File: config.mk
export PLATFORM = sky130hd
export DESIGN_NAME = seg_approx_adder
export DESIGN_NICKNAME = d
export VERILOG_FILES = /design/src/rtl/sa_pkg.sv /design/src/rtl/sa_ripple_block.sv /design/src/rtl/sa_carry_gate.sv /design/src/rtl/seg_approx_adder.sv
export SDC_FILE = /design/constraint.sdc
export NUM_CORES = 1
export LEC_CHECK = 0
export BUFFER_PORTS_ARGS = -buffer_cell sky130_fd_sc_hd__buf_2
export CORE_MARGIN = 3
export CORE_UTILIZATION = 38
export CTS_BUF_LIST = sky130_fd_sc_hd__clkbuf_8 sky130_fd_sc_hd__clkbuf_16
export CTS_CLUSTER_DIAMETER = 60
export DETAILED_ROUTE_END_ITERATION = 12
export PLACE_DENSITY = 0.72
export REMOVE_ABC_BUFFERS = 1
export SYNTH_ARGS = -nofsm -noshare
export SYNTH_HDL_FRONTEND = slang
export SYNTH_SLANG_ARGS = --single-unit
File: constraint.sdc
create_clock -name clk -period 3.1 [get_ports clk]
set_input_delay 0.465 -clock clk [delete_from_list [all_inputs] [get_ports clk]]
set_output_delay 0.465 -clock clk [all_outputs]
set_load 0.05 [all_outputs]
File: src/rtl/sa_pkg.sv
package sa_pkg;

  typedef enum logic {
    MODE_APPROX = 1'b0,
    MODE_EXACT  = 1'b1
  } add_mode_e;

endpackage

File: src/rtl/sa_ripple_block.sv
module sa_ripple_block #(
  parameter int W = 4
) (
  input  logic [W-1:0] a,
  input  logic [W-1:0] b,
  input  logic         cin,
  output logic [W-1:0] s,
  output logic         cout
);

  logic [W:0] chain;

  assign chain[0] = cin;

  for (genvar i = 0; i < W; i++) begin : g_fa
    assign s[i]       = a[i] ^ b[i] ^ chain[i];
    assign chain[i+1] = (a[i] & b[i]) | (chain[i] & (a[i] ^ b[i]));
  end

  assign cout = chain[W];

endmodule

File: src/rtl/sa_carry_gate.sv
module sa_carry_gate
  import sa_pkg::*;
(
  input  add_mode_e mode,
  input  logic      cy_in,
  output logic      cy_out
);

  always_comb begin
    unique case (mode)
      MODE_EXACT:  cy_out = cy_in;
      MODE_APPROX: cy_out = 1'b0;
      default:     cy_out = 1'b0;
    endcase
  end

endmodule

File: src/rtl/seg_approx_adder.sv
module seg_approx_adder
  import sa_pkg::*;
#(
  parameter int WIDTH = 8,
  parameter int SPLIT = 4
) (
  input  logic             clk,
  input  logic             rst,
  input  logic             in_valid,
  input  logic             exact_mode,
  input  logic [WIDTH-1:0] opa,
  input  logic [WIDTH-1:0] opb,
  output logic             out_valid,
  output logic [WIDTH-1:0] sum,
  output logic             carry_out
);

  localparam int HI_W = WIDTH - SPLIT;

  add_mode_e        mode;
  logic [SPLIT-1:0] lo_sum;
  logic             lo_cy;
  logic             hi_cin;
  logic [HI_W-1:0]  hi_sum;
  logic             hi_cy;

  assign mode = add_mode_e'(exact_mode);

  sa_ripple_block #(.W(SPLIT)) u_lo (
    .a    (opa[SPLIT-1:0]),
    .b    (opb[SPLIT-1:0]),
    .cin  (1'b0),
    .s    (lo_sum),
    .cout (lo_cy)
  );

  sa_carry_gate u_gate (
    .mode   (mode),
    .cy_in  (lo_cy),
    .cy_out (hi_cin)
  );

  sa_ripple_block #(.W(HI_W)) u_hi (
    .a    (opa[WIDTH-1:SPLIT]),
    .b    (opb[WIDTH-1:SPLIT]),
    .cin  (hi_cin),
    .s    (hi_sum),
    .cout (hi_cy)
  );

  always_ff @(posedge clk) begin
    if (rst) begin
      out_valid <= 1'b0;
      sum       <= '0;
      carry_out <= 1'b0;
    end else begin
      out_valid <= in_valid;
      if (in_valid) begin
        sum       <= {hi_sum, lo_sum};
        carry_out <= hi_cy;
      end
    end
  end

endmodule

Word-level counts from Yosys, hierarchy flattened
Cells that the tools add are included.
- bitwise gates (word level): 38
- multiplexer cells: 1
- operators with widths (operator ; number):
    1-bit bitwise AND ; 15
    1-bit bitwise XOR ; 15
    1-bit bitwise OR ; 7
    1-bit one-hot mux with 2 select lines ; 1
    1-bit inverter ; 1
- logic and storage cells: 42
- bits of input ports: 20
- output and inout port bits: 10
- bits in registers: 10

Longest topological paths before layout
- depth after elaboration: 16
- mapped depth: 13

Cells and area by module
Synthesis repeated with hierarchy kept, for this count alone.
- cells, all modules: 61
- area total of the unflattened synthesis: 591.8 um2
- modules (own cells, without submodules) (module ; instances ; seq. area each (um2) ; cells each ; area an instance (um2)):
    seg_approx_adder ; 1 ; 200.2 ; 32 ; 350.3
    sa_ripple_block ; 2 ; 0.0 ; 14 ; 117.6
    sa_carry_gate ; 1 ; 0.0 ; 1 ; 6.3

Worst setup path after synthesis
No wires, ideal clock.
- kind: input-to-reg
- start: input opa[0]
- end: register sum[7]
- arrival: 3072 ps
- setup slack: -52 ps
- buffers on the path: 0
- stages: 13
- required time: 3021 ps
- path through: ha_1 > fa_1 > fa_1 > inv_1 > fa_1 > nand2b_1 > fa_1 > fa_1 > inv_1 > fa_1 > inv_1 > fa_1 > a211oi_2
- longest elaborated chain between the ends: 15
- ends and longest elaborated chain (item ; line ; RTL):
    start: declaration ; seg_approx_adder.sv:11 ; input logic [WIDTH-1:0] opa,
    1-bit bitwise AND (2 in a row) ; sa_ripple_block.sv:17 ; assign chain[i+1] = (a[i] & b[i]) | (chain[i] & (a[i] ^ b[i]));
    1-bit bitwise OR ; sa_ripple_block.sv:17 ;
    1-bit bitwise AND ; sa_ripple_block.sv:17 ;
    1-bit bitwise OR ; sa_ripple_block.sv:17 ;
    1-bit bitwise AND ; sa_ripple_block.sv:17 ;
    1-bit bitwise OR ; sa_ripple_block.sv:17 ;
    1-bit one-hot mux with 2 select lines ; sa_carry_gate.sv:10 ; unique case (mode)
    1-bit bitwise AND ; sa_ripple_block.sv:17 ;
    1-bit bitwise OR ; sa_ripple_block.sv:17 ;
    1-bit bitwise AND ; sa_ripple_block.sv:17 ;
    1-bit bitwise OR ; sa_ripple_block.sv:17 ;
    1-bit bitwise AND ; sa_ripple_block.sv:17 ;
    1-bit bitwise OR ; sa_ripple_block.sv:17 ;
    1-bit bitwise XOR ; sa_ripple_block.sv:16 ; assign s[i] = a[i] ^ b[i] ^ chain[i];
    end signal: assignment ; seg_approx_adder.sv:59 ; sum <= {hi_sum, lo_sum};
    end: declaration ; seg_approx_adder.sv:14 ; output logic [WIDTH-1:0] sum,
Every way passes these cells.
A chain may end at the register's enable or synchronous reset.

Final worst setup path
Same ends and word-level chain as after synthesis.

==> flow_metrics.env <==
export IMPL_run_status="completed"
export IMPL_max_cap_viol_count=0
export IMPL_fmax_mhz=330
export IMPL_clk_pin_slew_ns=0.04
export IMPL_insertedDiodeCount=0
export IMPL_via_count=424
export IMPL_data_required_critical_path_ns=3.25
export IMPL_first_global_vias=411
export IMPL_worstHoldPathCells=2
export IMPL_regToRegEndpoint="sum[3]"
export IMPL_post_drt_wl_per_cell_um=11.1
export IMPL_cts_setup_buffers=0
export IMPL_place_detailed_hpwl_um=845
export IMPL_critical_path_slowest_cell="fa_1"
export IMPL_synth_compound_area_share=0.108
export IMPL_critPathArrivalTime_ns=3.19
export IMPL_rrSetupSlack_ns=2.45
export IMPL_drt_iter0_drc=3
export IMPL_vdd_ir_drop_worst_uv=283
export IMPL_synthesis_area_per_instance_um2=11.2
export IMPL_routabilityCongestion=0.679
export IMPL_crit_fanout=1
export IMPL_die_area_mm2=0.00204
export IMPL_filler_cell_count=136
export IMPL_timing_rr_start="sum[3]"
export IMPL_synth_top_family_by_area="adder cells"
export IMPL_slew_limit_headroom=0.760
export IMPL_slew_viol_final=0
export IMPL_viasPerCell=4.42
export IMPL_core_region_area_mm2=0.00137
export IMPL_io_pins=30
export IMPL_cts_tree="yes"
export IMPL_ys_types=13
export IMPL_port_buffers=29
export IMPL_drt_antenna_violating_nets=0
export IMPL_hold_path_end="sum[1]"
export IMPL_drc_errors=0
export IMPL_r2r_worst_path_cells=2
export IMPL_power_uw=400
export IMPL_numCtsBuffers=3
export IMPL_cts_h_tree_depth=1
export IMPL_die_width_um=45.1
export IMPL_rsz0062_at_grt="yes"
export IMPL_timing_setup_tns_ns=0
export IMPL_placed_cell_area_um2=709
export IMPL_vertical_extent_of_the_die_um=45.1
export IMPL_skew_ns=0
export IMPL_total_track_usage=0.126
export IMPL_worst_skew_pair_later_pin_latency_ns=0.23
export IMPL_synthSimpleGateAreaFrac=0.0839
export IMPL_clock_sinks=10
export IMPL_setup_crit_start_kind="input port"
export IMPL_crit_family="adder cells"
export IMPL_grt_antenna_before_repair=0
export IMPL_cts_root_buf="clkbuf_8"
export IMPL_post_synth_instance_area_um2=582
export IMPL_finalInstanceArea_um2=798
export IMPL_pin_count_of_the_biggest_net_entering_global_routing=16
export IMPL_initial_core_util=0.426
export IMPL_site_rows=13
export IMPL_syn_inst=52
export IMPL_hold_path_startpoint="sum[1]"
export IMPL_setup_worst_path_class="in -> reg"
export IMPL_period_minus_slack_ns=3.03
export IMPL_power_static_leakage_uw=0.000402
export IMPL_cp_slowest_stage_delay_ns=0.42
export IMPL_clk_path_buf_depth=2
export IMPL_synth_warning_count=0
export IMPL_report_final_setup_viol=0
export IMPL_pwr_density_cell_mw_per_mm2=501
export IMPL_timing_worst_slew_pin_value_ns=0.360
export IMPL_routed_wl_um=1070
export IMPL_sequential_area_share_after_synthesis=0.344
export IMPL_crit_path_cell_trace="buf_6 -> ha_4 -> fa_2 -> fa_2 -> inv_2 -> fa_2 -> nand2b_4 -> fa_2 -> fa_2 -> inv_2 -> fa_2 -> inv_2 -> fa_1 -> a211oi_2"
export IMPL_critPathBufInv=4
export IMPL_global_route_overflow=0
export IMPL_drt_pre_antenna_iters=3
export IMPL_post_synthesis_sequential_element_count=10
export IMPL_layout_drive_gt1_share=0.605
export IMPL_end_kind="flip-flop"
export IMPL_final_nets=111
export IMPL_share_of_the_core_filled_with_cells=0.584
export IMPL_hold_viol=0
export IMPL_synth_xor_area_share=0
export IMPL_synth_adder_area_share=0.262
export IMPL_period_share=0.978
export IMPL_synthToLayoutAreaGrowth_pct=37.2
export IMPL_grt_pass1_wl_um=1790
export IMPL_synth_mux_area_fraction=0.0688
export IMPL_worst_hold_path_type="reg -> reg"
export IMPL_cp_common_cell="fa_2"
## worst reg2reg max path, stage by stage, from the launching register on
cell and delay (ns):
dfxtp_1 0.32, nor2_1 0.05, a211oi_2 0.20
## per-layer routing
metal  part of all wire  vias up  GRT usage
met4              0.030        0      0.105
met5                  0        -          0
met2               0.45       23      0.195
met3              0.079        4     0.0159
li1                   -      215          -
met1               0.44      182      0.153
## what timing repair did
item,in CTS,in global routing
setup endpoints to repair,1,2
gates cloned,0,0
pin swaps,6,7
hold buffers,0,0
gates resized for setup,13,1
## cell usage after synthesis
cell type / n / area (um^2)
nand2b_1: 1 / 6.26
buf_12: 1 / 20.0
mux2i_1: 4 / 40.0
a211oi_2: 5 / 62.6
nor2b_1: 1 / 6.26
ha_1: 1 / 12.5
inv_1: 11 / 41.3
dfxtp_1: 10 / 200
fa_1: 7 / 140
nor2_2: 1 / 6.26
clkbuf_2: 1 / 5.00
buf_6: 1 / 11.3
nor2_1: 8 / 30.0
## placed cells by master (no fill, tap or decap)
cell / n
buf_2: 27
dfxtp_1: 10
inv_1: 8
nor2_1: 8
fa_2: 6
a211oi_2: 5
mux2i_1: 4
inv_2: 3
clkbuf_8: 3
buf_6: 2
nand2b_4: 1
nor2b_1: 1
nor2_2: 1
fa_1: 1
ha_4: 1
## cell families (layout without fill, tap and decap cells)
| kind of cell | after synthesis | in the layout |
|---|---|---|
| AOI/OAI and AO/OA | 5 | 5 |
| adders and majority gates | 8 | 8 |
| buffers and inverters | 14 | 43 |
| DFF | 10 | 10 |
| muxes | 4 | 4 |
| and+or+nand+nor | 11 | 11 |
## state kept, by name, indices dropped and copies added, names as in the netlist
register / cells
sum: 8
carry_out: 1
out_valid: 1
## how the worst max path moves through the flow
stage                start  endpoint  slack [ns]  depth (start not counted)
CTS                 opb[0]    sum[7]       0.008                         14
floorplan           opa[0]    sum[7]       -0.05                         13
global placement    opa[0]    sum[7]       -0.26                         14
finish              opa[0]    sum[7]        0.07                         14
detailed placement  opa[0]    sum[7]       -0.32                         14
global route        opa[0]    sum[7]       -0.03                         14
## final cells by class
type / instances / area (um^2) / area share
clock buffers: 3 / 41.3 / 0.0517
inverters: 11 / 41.3 / 0.0517
multi-input cells: 28 / 339 / 0.425
flip-flops and latches: 10 / 200 / 0.251
well taps: 15 / 18.8 / 0.0235
repair buffers: 29 / 158 / 0.197
## report_power, final
part	switching [uW]	internal, uW
registers	5.36	141
clock network	45.5	84.6
logic	79.2	44.6
## through the flow
stage / hold WS, ns / instances / setup slack, ns
floorplan: 0.530 / 49 / -0.0516
global placement: 0.470 / 93 / -0.263
detailed placement: 0.476 / 93 / -0.323
CTS: 0.489 / 96 / 0.00817
global route: 0.518 / 96 / -0.0339
finish: 0.485 / 96 / 0.0690
Note: power is estimated with default switching activity, not from simulation.
